### src/rtl/rail_seq_pkg.sv
package rail_seq_pkg;
  localparam int NRAIL     = 5;
  localparam int RAIL_HV   = 0;
  localparam int RAIL_SUB  = 1;
  localparam int RAIL_LV   = 2;
  localparam int RAIL_CLK  = 3;
  localparam int RAIL_BSS  = 4;
  localparam int EMG_STEPS = 4;
  localparam int ESW       = $clog2(EMG_STEPS);

  typedef enum logic [2:0] {
    ST_OFF  = 3'd0,
    ST_UP   = 3'd1,
    ST_ON   = 3'd2,
    ST_DN   = 3'd3,
    ST_EMG  = 3'd4,
    ST_LOCK = 3'd5
  } seq_state_e;

  // rails still allowed on after emergency step n
  function automatic logic [NRAIL-1:0] emg_keep(input logic [ESW-1:0] step);
    logic [NRAIL-1:0] m;
    m = '1;
    m[RAIL_BSS] = 1'b0;
    if (step >= ESW'(1)) m[RAIL_CLK] = 1'b0;
    if (step >= ESW'(2)) begin
      m[RAIL_LV]  = 1'b0;
      m[RAIL_SUB] = 1'b0;
    end
    if (step >= ESW'(3)) m[RAIL_HV] = 1'b0;
    return m;
  endfunction
endpackage

### src/rtl/rail_pg_check.sv
module rail_pg_check #(
  parameter int FILT_LEN   = 4,
  parameter int PG_TIMEOUT = 250_000
) (
  input  logic clk_i,
  input  logic rst_ni,
  input  logic en_i,
  input  logic pg_i,
  output logic fail_o
);
  localparam int FCW = (FILT_LEN > 2) ? $clog2(FILT_LEN) : 1;
  localparam int TCW = $clog2(PG_TIMEOUT + 1);
  localparam logic [FCW-1:0] F_LAST = FCW'(FILT_LEN - 1);
  localparam logic [TCW-1:0] T_END  = TCW'(PG_TIMEOUT);

  logic           filt_q;
  logic [FCW-1:0] fcnt_q;
  logic [TCW-1:0] tcnt_q;

  always_ff @(posedge clk_i or negedge rst_ni) begin
    if (!rst_ni) begin
      filt_q <= 1'b0;
      fcnt_q <= '0;
    end else if (pg_i == filt_q) begin
      fcnt_q <= '0;
    end else if (fcnt_q == F_LAST) begin
      filt_q <= pg_i;
      fcnt_q <= '0;
    end else begin
      fcnt_q <= fcnt_q + 1'b1;
    end
  end

  always_ff @(posedge clk_i or negedge rst_ni) begin
    if (!rst_ni)               tcnt_q <= '0;
    else if (!en_i)            tcnt_q <= '0;
    else if (tcnt_q != T_END)  tcnt_q <= tcnt_q + 1'b1;
  end

  assign fail_o = en_i && (tcnt_q == T_END) && !filt_q;
endmodule

### src/rtl/rail_comm_wdog.sv
module rail_comm_wdog #(
  parameter int WDOG_PERIOD = 10_000_000
) (
  input  logic clk_i,
  input  logic rst_ni,
  input  logic active_i,
  input  logic kick_i,
  output logic expire_o
);
  localparam int WCW = (WDOG_PERIOD > 2) ? $clog2(WDOG_PERIOD) : 1;
  localparam logic [WCW-1:0] W_LAST = WCW'(WDOG_PERIOD - 1);

  logic [WCW-1:0] cnt_q;

  always_ff @(posedge clk_i or negedge rst_ni) begin
    if (!rst_ni)                 cnt_q <= '0;
    else if (!active_i || kick_i) cnt_q <= '0;
    else if (cnt_q != W_LAST)    cnt_q <= cnt_q + 1'b1;
  end

  assign expire_o = active_i && !kick_i && (cnt_q == W_LAST);
endmodule

### src/rtl/rail_seq.sv
module rail_seq
  import rail_seq_pkg::*;
#(
  parameter int STEP_GAP    = 500_000,
  parameter int EMG_GAP     = 100_000,
  parameter int PG_TIMEOUT  = 250_000,
  parameter int WDOG_PERIOD = 10_000_000,
  parameter int FILT_LEN    = 4
) (
  input  logic             clk_i,
  input  logic             rst_ni,
  input  logic             start_i,
  input  logic             stop_i,
  input  logic             clr_i,
  input  logic             kick_i,
  input  logic [NRAIL-1:0] pg_i,
  output logic [NRAIL-1:0] en_o,
  output logic [2:0]       state_o,
  output logic [NRAIL-1:0] fault_rail_o,
  output logic             fault_wdog_o
);
  localparam int GMAX = (STEP_GAP > EMG_GAP) ? STEP_GAP : EMG_GAP;
  localparam int GCW  = (GMAX > 2) ? $clog2(GMAX) : 1;
  localparam logic [GCW-1:0] STEP_LAST = GCW'(STEP_GAP - 1);
  localparam logic [GCW-1:0] EMG_LAST  = GCW'(EMG_GAP - 1);
  localparam logic [ESW-1:0] ESTEP_END = ESW'(EMG_STEPS - 1);

  seq_state_e       state_q;
  logic [NRAIL-1:0] en_q, pg_fail, frail_q;
  logic [GCW-1:0]   gap_q;
  logic [ESW-1:0]   estep_q;
  logic             fwd_q, wd_exp, fault, wd_active;
  logic [NRAIL-1:0] en_up, en_dn;

  for (genvar k = 0; k < NRAIL; k++) begin : g_rail
    rail_pg_check #(.FILT_LEN(FILT_LEN), .PG_TIMEOUT(PG_TIMEOUT)) u_chk (
      .clk_i (clk_i),
      .rst_ni(rst_ni),
      .en_i  (en_q[k]),
      .pg_i  (pg_i[k]),
      .fail_o(pg_fail[k])
    );
  end

  assign wd_active = (state_q == ST_UP) || (state_q == ST_ON) || (state_q == ST_DN);

  rail_comm_wdog #(.WDOG_PERIOD(WDOG_PERIOD)) u_wdog (
    .clk_i   (clk_i),
    .rst_ni  (rst_ni),
    .active_i(wd_active),
    .kick_i  (kick_i),
    .expire_o(wd_exp)
  );

  assign fault = (|pg_fail) || wd_exp;
  assign en_up = {en_q[NRAIL-2:0], 1'b1};
  assign en_dn = en_q >> 1;

  always_ff @(posedge clk_i or negedge rst_ni) begin
    if (!rst_ni) begin
      state_q <= ST_OFF;
      en_q    <= '0;
      gap_q   <= '0;
      estep_q <= '0;
      frail_q <= '0;
      fwd_q   <= 1'b0;
    end else begin
      unique case (state_q)
        ST_OFF: if (start_i) begin
          state_q <= ST_UP;
          en_q    <= NRAIL'(1);
          gap_q   <= '0;
        end
        ST_UP, ST_ON, ST_DN: begin
          if (fault) begin
            state_q <= ST_EMG;
            en_q    <= en_q & emg_keep('0);
            estep_q <= ESW'(1);
            gap_q   <= '0;
            frail_q <= pg_fail;
            fwd_q   <= wd_exp;
          end else if (stop_i && state_q != ST_DN) begin
            en_q    <= en_dn;
            state_q <= (en_dn == '0) ? ST_OFF : ST_DN;
            gap_q   <= '0;
          end else if (state_q != ST_ON) begin
            if (gap_q == STEP_LAST) begin
              gap_q <= '0;
              if (state_q == ST_UP) begin
                en_q <= en_up;
                if (en_q[NRAIL-2]) state_q <= ST_ON;
              end else begin
                en_q <= en_dn;
                if (!en_q[1]) state_q <= ST_OFF;
              end
            end else begin
              gap_q <= gap_q + 1'b1;
            end
          end
        end
        ST_EMG: begin
          if (gap_q == EMG_LAST) begin
            gap_q <= '0;
            en_q  <= en_q & emg_keep(estep_q);
            if (estep_q == ESTEP_END) state_q <= ST_LOCK;
            else                      estep_q <= estep_q + 1'b1;
          end else begin
            gap_q <= gap_q + 1'b1;
          end
        end
        ST_LOCK: if (clr_i) begin
          state_q <= ST_OFF;
          frail_q <= '0;
          fwd_q   <= 1'b0;
        end
        default: state_q <= ST_OFF;
      endcase
    end
  end

  assign en_o         = en_q;
  assign state_o      = state_q;
  assign fault_rail_o = frail_q;
  assign fault_wdog_o = fwd_q;
endmodule

### config.mk
export PLATFORM = sky130hd
export DESIGN_NAME = rail_seq
export DESIGN_NICKNAME = d
export VERILOG_FILES = /design/src/rtl/rail_seq_pkg.sv /design/src/rtl/rail_pg_check.sv /design/src/rtl/rail_comm_wdog.sv /design/src/rtl/rail_seq.sv
export SDC_FILE = /design/constraint.sdc
export NUM_CORES = 1
export LEC_CHECK = 0
export BUFFER_PORTS_ARGS = -buffer_cell sky130_fd_sc_hd__buf_2
export CAP_MARGIN = 20
export CELL_PAD_IN_SITES_DETAIL_PLACEMENT = 2
export CELL_PAD_IN_SITES_GLOBAL_PLACEMENT = 2
export CORE_MARGIN = 4
export CORE_UTILIZATION = 30
export DETAILED_ROUTE_END_ITERATION = 16
export PLACE_DENSITY = 0.67
export SYNTH_ARGS = -nofsm -noshare
export SYNTH_HDL_FRONTEND = slang
export SYNTH_SLANG_ARGS = --single-unit
export TNS_END_PERCENT = 5
### constraint.sdc
create_clock -name clk_i -period 2.7 [get_ports clk_i]
set_clock_uncertainty 0.2 [all_clocks]
set_input_delay 0.27 -clock clk_i [delete_from_list [all_inputs] [get_ports clk_i]]
set_output_delay 0.27 -clock clk_i [all_outputs]
set_load 0.005 [all_outputs]
---- Yosys cells after proc, flatten, opt, wreduce, memory -nomap -nowiden ----
Cells that the tools add are included.
word-level totals
  bits of input ports ..................... 11
  bits in registers ....................... 164
  logic and storage cells ................. 207
  output and inout port bits .............. 14
operators by class
  bitwise operators ....................... 6
  order comparisons ....................... 3
  reductions and logical operators ........ 43
  eq/ne operators ......................... 50
  add/sub/neg operators ................... 13
  muxes and demuxes ....................... 69
operators by type and width
  kind                                                                      count
  18-bit 2-to-1 mux                                                         10
  19-bit 2-to-1 mux                                                         6
  18-bit by 1-bit adder with 18-bit output (second input constant)          5
  18-bit equality test (second input constant)                              5
  18-bit != test (second input constant)                                    5
  19-bit case mux with 3 select lines                                       1
  24-bit 2-to-1 mux                                                         2
  5-bit 2-to-1 mux                                                          9
  2-bit 2-to-1 mux                                                          17
  3-bit 2-to-1 mux                                                          11
  24-bit by 1-bit adder with 24-bit output (second input constant)          1
  24-bit equality test (second input constant)                              1
  24-bit != test (second input constant)                                    1
  19-bit by 1-bit adder with 19-bit output (second input constant)          1
  19-bit by 17-bit equality test with 1-bit output (second input constant)  1
  19-bit equality test (second input constant)                              1
  5-bit case mux with 3 select lines                                        1
  2-bit != test (second input constant)                                     7
  1-bit logical AND                                                         13
  2-bit by 1-bit adder with 2-bit output (second input constant)            6
  2-bit equality test (second input constant)                               6
  3-bit case mux with 4 select lines                                        1
  2-bit by 1-bit != test with 1-bit output (second input constant)          5
  5-bit != test (second input constant)                                     2
  other kinds (29)                                                          66

---- Longest topological paths before layout ----
  depth after elaboration ................. 8
  depth in mapped cells ................... 12
  depth with buffers taken out ............ 10

---- Modules after synthesis ----
A second synthesis with hierarchy kept.
second synthesis, totals
  cells, all modules ...................... 915
  area, all modules ....................... 8,997.4 um^2
modules (own cells, without submodules)
  module                                sequential area each (um^2)  area each (um^2)  cells an instance  times used
  rail_pg_check at g_rail[0].u_chk ...  525.5                        1,106.1           110                4
  rail_seq                              875.8                        2,085.8           218                1
  rail_comm_wdog                        600.6                        1,348.8           145                1
  rail_pg_check at g_rail[3].u_chk      525.5                        1,138.6           112                1

---- Worst setup path after synthesis ----
Ideal clock, no wire load.
  kind .................................... reg2reg
  start point ............................. reg u_wdog.cnt_q[14]
  end point ............................... reg gap_q[5]
  clock period less this slack ............ 2,932 ps
  path buffers ............................ 2
  required time ........................... 2,417 ps
  arrival ................................. 2,650 ps
  path slack .............................. -232 ps
  library setup time ...................... 83 ps
  stages on the path, launching flop included .. 11
  path through ............................ dfrtp_1 > or4b_4 > or3_1 > or4_4 > nand4_4 > o21ai_4 > a32oi_4 > buf_6 > buf_6 > o21ai_1 > a31oi_1
on the way
  cells in the longest elaborated chain, start to end .. 5
  elaborated cells on any way between the ends .. 7
  those cells by class .................... eq/ne (2); mux (2); reduce/logical (3)
RTL lines
  what                                                                                  RTL line              text
  start, declared                                                                       rail_comm_wdog.sv:13  logic [WCW-1:0] cnt_q;
  start signal, assigned                                                                rail_comm_wdog.sv:18  else if (cnt_q != W_LAST) cnt_q <= cnt_q + 1'b1;
  24-bit equality test *                                                                rail_comm_wdog.sv:21  assign expire_o = active_i && !kick_i && (cnt_q == W_LAST);
  1-bit logical AND *                                                                   rail_comm_wdog.sv:21
  1-bit logical OR *                                                                    rail_seq.sv:55        assign fault = (|pg_fail) || wd_exp;
  4-bit != test (no line) or 19-bit 2-to-1 mux (tied branches)                          n/a
  3-bit AND reduction (no line) or 19-bit case mux with 3 select lines (tied branches)  n/a
  end signal, assigned                                                                  rail_seq.sv:97        gap_q <= gap_q + 1'b1;
  end signal, assigned                                                                  rail_seq.sv:108       gap_q <= gap_q + 1'b1;
  end, declared                                                                         rail_seq.sv:30        logic [GCW-1:0] gap_q;
Every way passes the cells marked *; elsewhere a longest branch is shown, timed or not.
A chain may end at the register's enable or synchronous reset.

---- Final worst setup path ----
  start point ............................. reg u_wdog.cnt_q[14]
  end point ............................... reg gap_q[10]
The elaborated chain is that of the path after synthesis.

==> metrics.md <==
| Metric | Value |
|---|---|
| Status | `finished with violations` |
| Violated checks | `setup timing` |
| Via density | `5.04` |
| Worst hold slack | `0.0830 ns` |
| Final critical-path setup slack | `-0.285 ns` |
| Slowest cell on crit path | `or4b_4` |
| Clock network fraction of total power | `0.377` |
| Logic pwr share | `0.244` |
| Vias in the first global route | `8249` |
| Drt first pass iters | `4` |
| IO Count | `25` |
| Unrepaired setup endpoints after global routing | `true` |
| Slew Limit Fails | `0` |
| RePlAce Congestion | `0.795` |
| Syn Inst Count | `912` |
| XOR/XNOR Fraction of Synth Area | `0.0853` |
| Fill count | `3143` |
| Sw Share | `0.315` |
| Hold Crit Class | `primary input to flop` |
| Chip Width | `179 um` |
| Layout Nets | `1090` |
| Period utilization | `1.11` |
| Reg power frac | `0.379` |
| CTS Buf Count | `17` |
| Top post-synthesis cells by count | `164 x dfrtp_1, 90 x nor2_1, 70 x nand2_1` |
| Critical path class | `flop to flop` |
| Die H | `179 um` |
| CP Launch Type | `flop` |
| Post-synthesis simple-gate area fraction | `0.278` |
| Clock latency on the worst-skew pair | `0.44 ns` |
| Port Buffers | `24` |
| Final setup viols | `28` |
| Max cap viols | `0` |
| Mean Syn Cell Area | `9.57 um2` |
| Maximum root-to-sink buffer count | `2` |
| Clock sinks | `164` |
| WL final | `25600 um` |
| CP Capture Type | `flop` |
| DP Area | `10200 um2` |
| Core box area | `28700 um2` |
| Unique masters post-synth | `62` |
| Post-synthesis async set-or-reset flop share | `1.00` |
| Syn-to-layout area delta | `25.6%` |
| Ys flop type | `dfrtp_1` |
| Final min period | `2.99 ns` |
| Fmax | `335 MHz` |
| Design Area, Final | `11000 um2` |
| Initial antenna violation count | `1` |
| Final Hold Vio Count | `0` |
| Ranking of synthesized cells by area | `dfrtp_1 47%, xnor2_1 5.1%, nor2_1 3.9%` |
| ANT cells | `0` |
| Layout cell share with drive strength beyond 1 | `0.199` |
| WL/cell | `17.6 um` |
| Via total after detailed routing | `7347` |
| # rows | `62` |
| Crit path buffers/inverters | `1` |
| Cell Area, Synth | `8730 um2` |
| Setup_tns | `-4.88 ns` |
| Iteration-0 DRC Markers | `324` |
| Yosys warning count | `0` |
| Post-synthesis net count | `942` |
| Drt drc | `0` |
| Delay-heaviest family, CP | `simple AND/OR/NAND/NOR gates` |
| Post-Synth Adder-Cell Area | `0.0272` |
| Critical Path AT | `3.15 ns` |
| Initial Util | `0.304` |
| Share of the synthesized area in the top cell type | `0.470` |
| Post-synthesis mux area share | `0.0158` |
| Cells along the critical path | `or4b_4, or3_1, or4_4, nand4_4, o21ai_4, a32oi_4, buf_12, or2b_1, a31oi_1` |
| Worst slew pin tran | `0.623 ns` |
| GRT Overall Usage | `0.168` |
| Worst stage delay on the critical path | `0.53 ns` |
| H-tree levels | `4` |
| Worst EP required | `2.87 ns` |
| Synth Area in Compound Gates | `0.0956` |
| Most area-hungry cell type in the Yosys netlist | `dfrtp_1` |
| Largest net degree at the start of global routing | `51` |
| CTS tree | `yes` |
| LEAKAGE | `0.00478 uW` |
| Reg2reg setup slack | `-0.29 ns` |
| First-pass GRT wire length | `43000 um` |
| Crit Path Max Fanout | `16` |
| Dpl ws | `-0.334 ns` |
| Power Density | `670 nW/um2` |
| Clk slew on worst S/H paths | `0.08 ns` |
| Full die area | `31900 um2` |
| Switch Pwr | `2310 uW` |
| Post-synth EDFFs | `0` |
| Final ANT Viol Nets | `0` |
| Internal Power | `5040 uW` |
| Root Buffer | `clkbuf_16` |
| Most common cell in the netlist | `dfrtp_1` |
| Main combinational cell family by area after synthesis | `simple AND/OR/NAND/NOR gates` |
| Peak VDD IR | `506 uV` |
| Sequential fraction of the synthesis area | `0.470` |
| Synth Register Bits | `164` |
| Relative slew slack | `0.582` |
| Post-DP HPWL | `18100 um` |
| Congestion Overflow GR | `0` |
[flip-flops by register name (all words and copies together), names as in the netlist]
| register | count |
|---|---|
| g_rail.u_chk.tcnt_q | 90 |
| u_wdog.cnt_q | 24 |
| gap_q | 19 |
| g_rail.u_chk.fcnt_q | 10 |
| en_o | 5 |
| fault_rail_o | 5 |
| g_rail.u_chk.filt_q | 5 |
| state_o | 3 |
| estep_q | 2 |
| fault_wdog_o | 1 |
[final cells by class]
class / count / area [um2] / area share
clock inverters: 14 / 214 / 0.0195
clock buffers: 18 / 439 / 0.0400
repair buffers: 160 / 1210 / 0.111
flip-flops and latches: 164 / 4100 / 0.374
well taps: 384 / 480 / 0.0438
multi-input cells: 694 / 4430 / 0.404
inverters: 23 / 86.3 / 0.00787
[cell usage in the layout, fill, tap and decap left out, types with 6 or more instances in the layout]
master	Yosys	layout
nand2b_1	12	12
nor2b_1	19	19
o21ai_0	33	31
and2_1	39	39
mux2i_1	7	7
or3_1	24	23
mux2_2	6	6
xnor2_1	51	51
inv_6	0	6
buf_4	6	126
o21ai_1	5	6
dlygate4sd3_1	0	6
nand3_1	58	57
a31oi_1	13	13
a21boi_0	9	9
buf_2	0	23
ha_1	19	19
nor2_1	90	90
nand2_1	70	70
a21oi_1	38	37
nor3_1	22	21
and3_1	33	32
dfrtp_1	164	164
nand4_1	19	19
nor4b_1	9	8
clkbuf_16	0	17
inv_1	21	21
and4_1	8	8
xor2_1	34	34
[metal layers]
metal  share of wire  track usage
met2            0.51        0.300
met3           0.018       0.0250
met4           0.014       0.0445
met1            0.46        0.213
met5         0.00035            0
[repair_timing]
item / in CTS / in global routing
endpoints found under the hold margin: 63 / 0
pin swaps: 2 / 6
buffers inserted: 1 / 0
hold buffers: 6 / 0
resized for setup: 4 / 9
setup endpoints to repair: 35 / 35
cloned: 0 / 0
[tightest hold or removal path: cells and delay by family]
kind / cells / cell delay [ns]
simple gates: 3 / 0.30
buf+inv: 1 / 0.12
[power by group through the flow]
stage / sequential [uW] / combinational (uW) / clock (uW)
4_1_cts: 2790 / 1810 / 2860
6_report: 2780 / 1800 / 2770
5_1_grt: 2810 / 1990 / 2970
2_1_floorplan: 2800 / 1010 / 0
3_3_place_gp: 2820 / 1700 / 0
3_5_place_dp: 2830 / 1760 / 0
[cells by family (layout without fill, tap and decap cells)]
kind of cell               Yosys count  in the layout
AOI/OAI and AO/OA                  131            131
xor gates and xnor gates            85             85
adders and majority gates           19             19
buffers and inverters               54            215
DFF                                164            164
muxes                               13             13
and+or+nand+nor                    446            446
[metrics by stage]
| step | utilization | std cells | power, uW |
|---|---|---|---|
| after floorplan | - | 912 | 3810 |
| after global placement | 0.355 | 1418 | 4510 |
| after detailed placement | 0.355 | 1418 | 4590 |
| after CTS | 0.381 | 1457 | 7450 |
| after global routing | 0.382 | 1457 | 7770 |
| final | 0.382 | 1457 | 7350 |
[path summary, 6_finish.rpt]
check / from / to / cells after the start
worst max register to register: u_wdog.cnt_q[14]$_DFFE_PN0N_ / gap_q[10]$_DFFE_PN0P_ / 9
worst min-delay path: kick_i / fault_wdog_o$_DFFE_PN0P_ / 4
min in group asynchronous: rst_ni / g_rail[1].u_chk.tcnt_q[14]$_DFFE_PN0P_ / 2
worst min register to register: g_rail[3].u_chk.fcnt_q[0]$_DFF_PN0_ / g_rail[3].u_chk.fcnt_q[0]$_DFF_PN0_ / 1
max in group asynchronous: rst_ni / g_rail[4].u_chk.tcnt_q[5]$_DFFE_PN0P_ / 3
worst max-delay path: u_wdog.cnt_q[14]$_DFFE_PN0N_ / gap_q[10]$_DFFE_PN0P_ / 9
(Power assumes the default switching activity.)
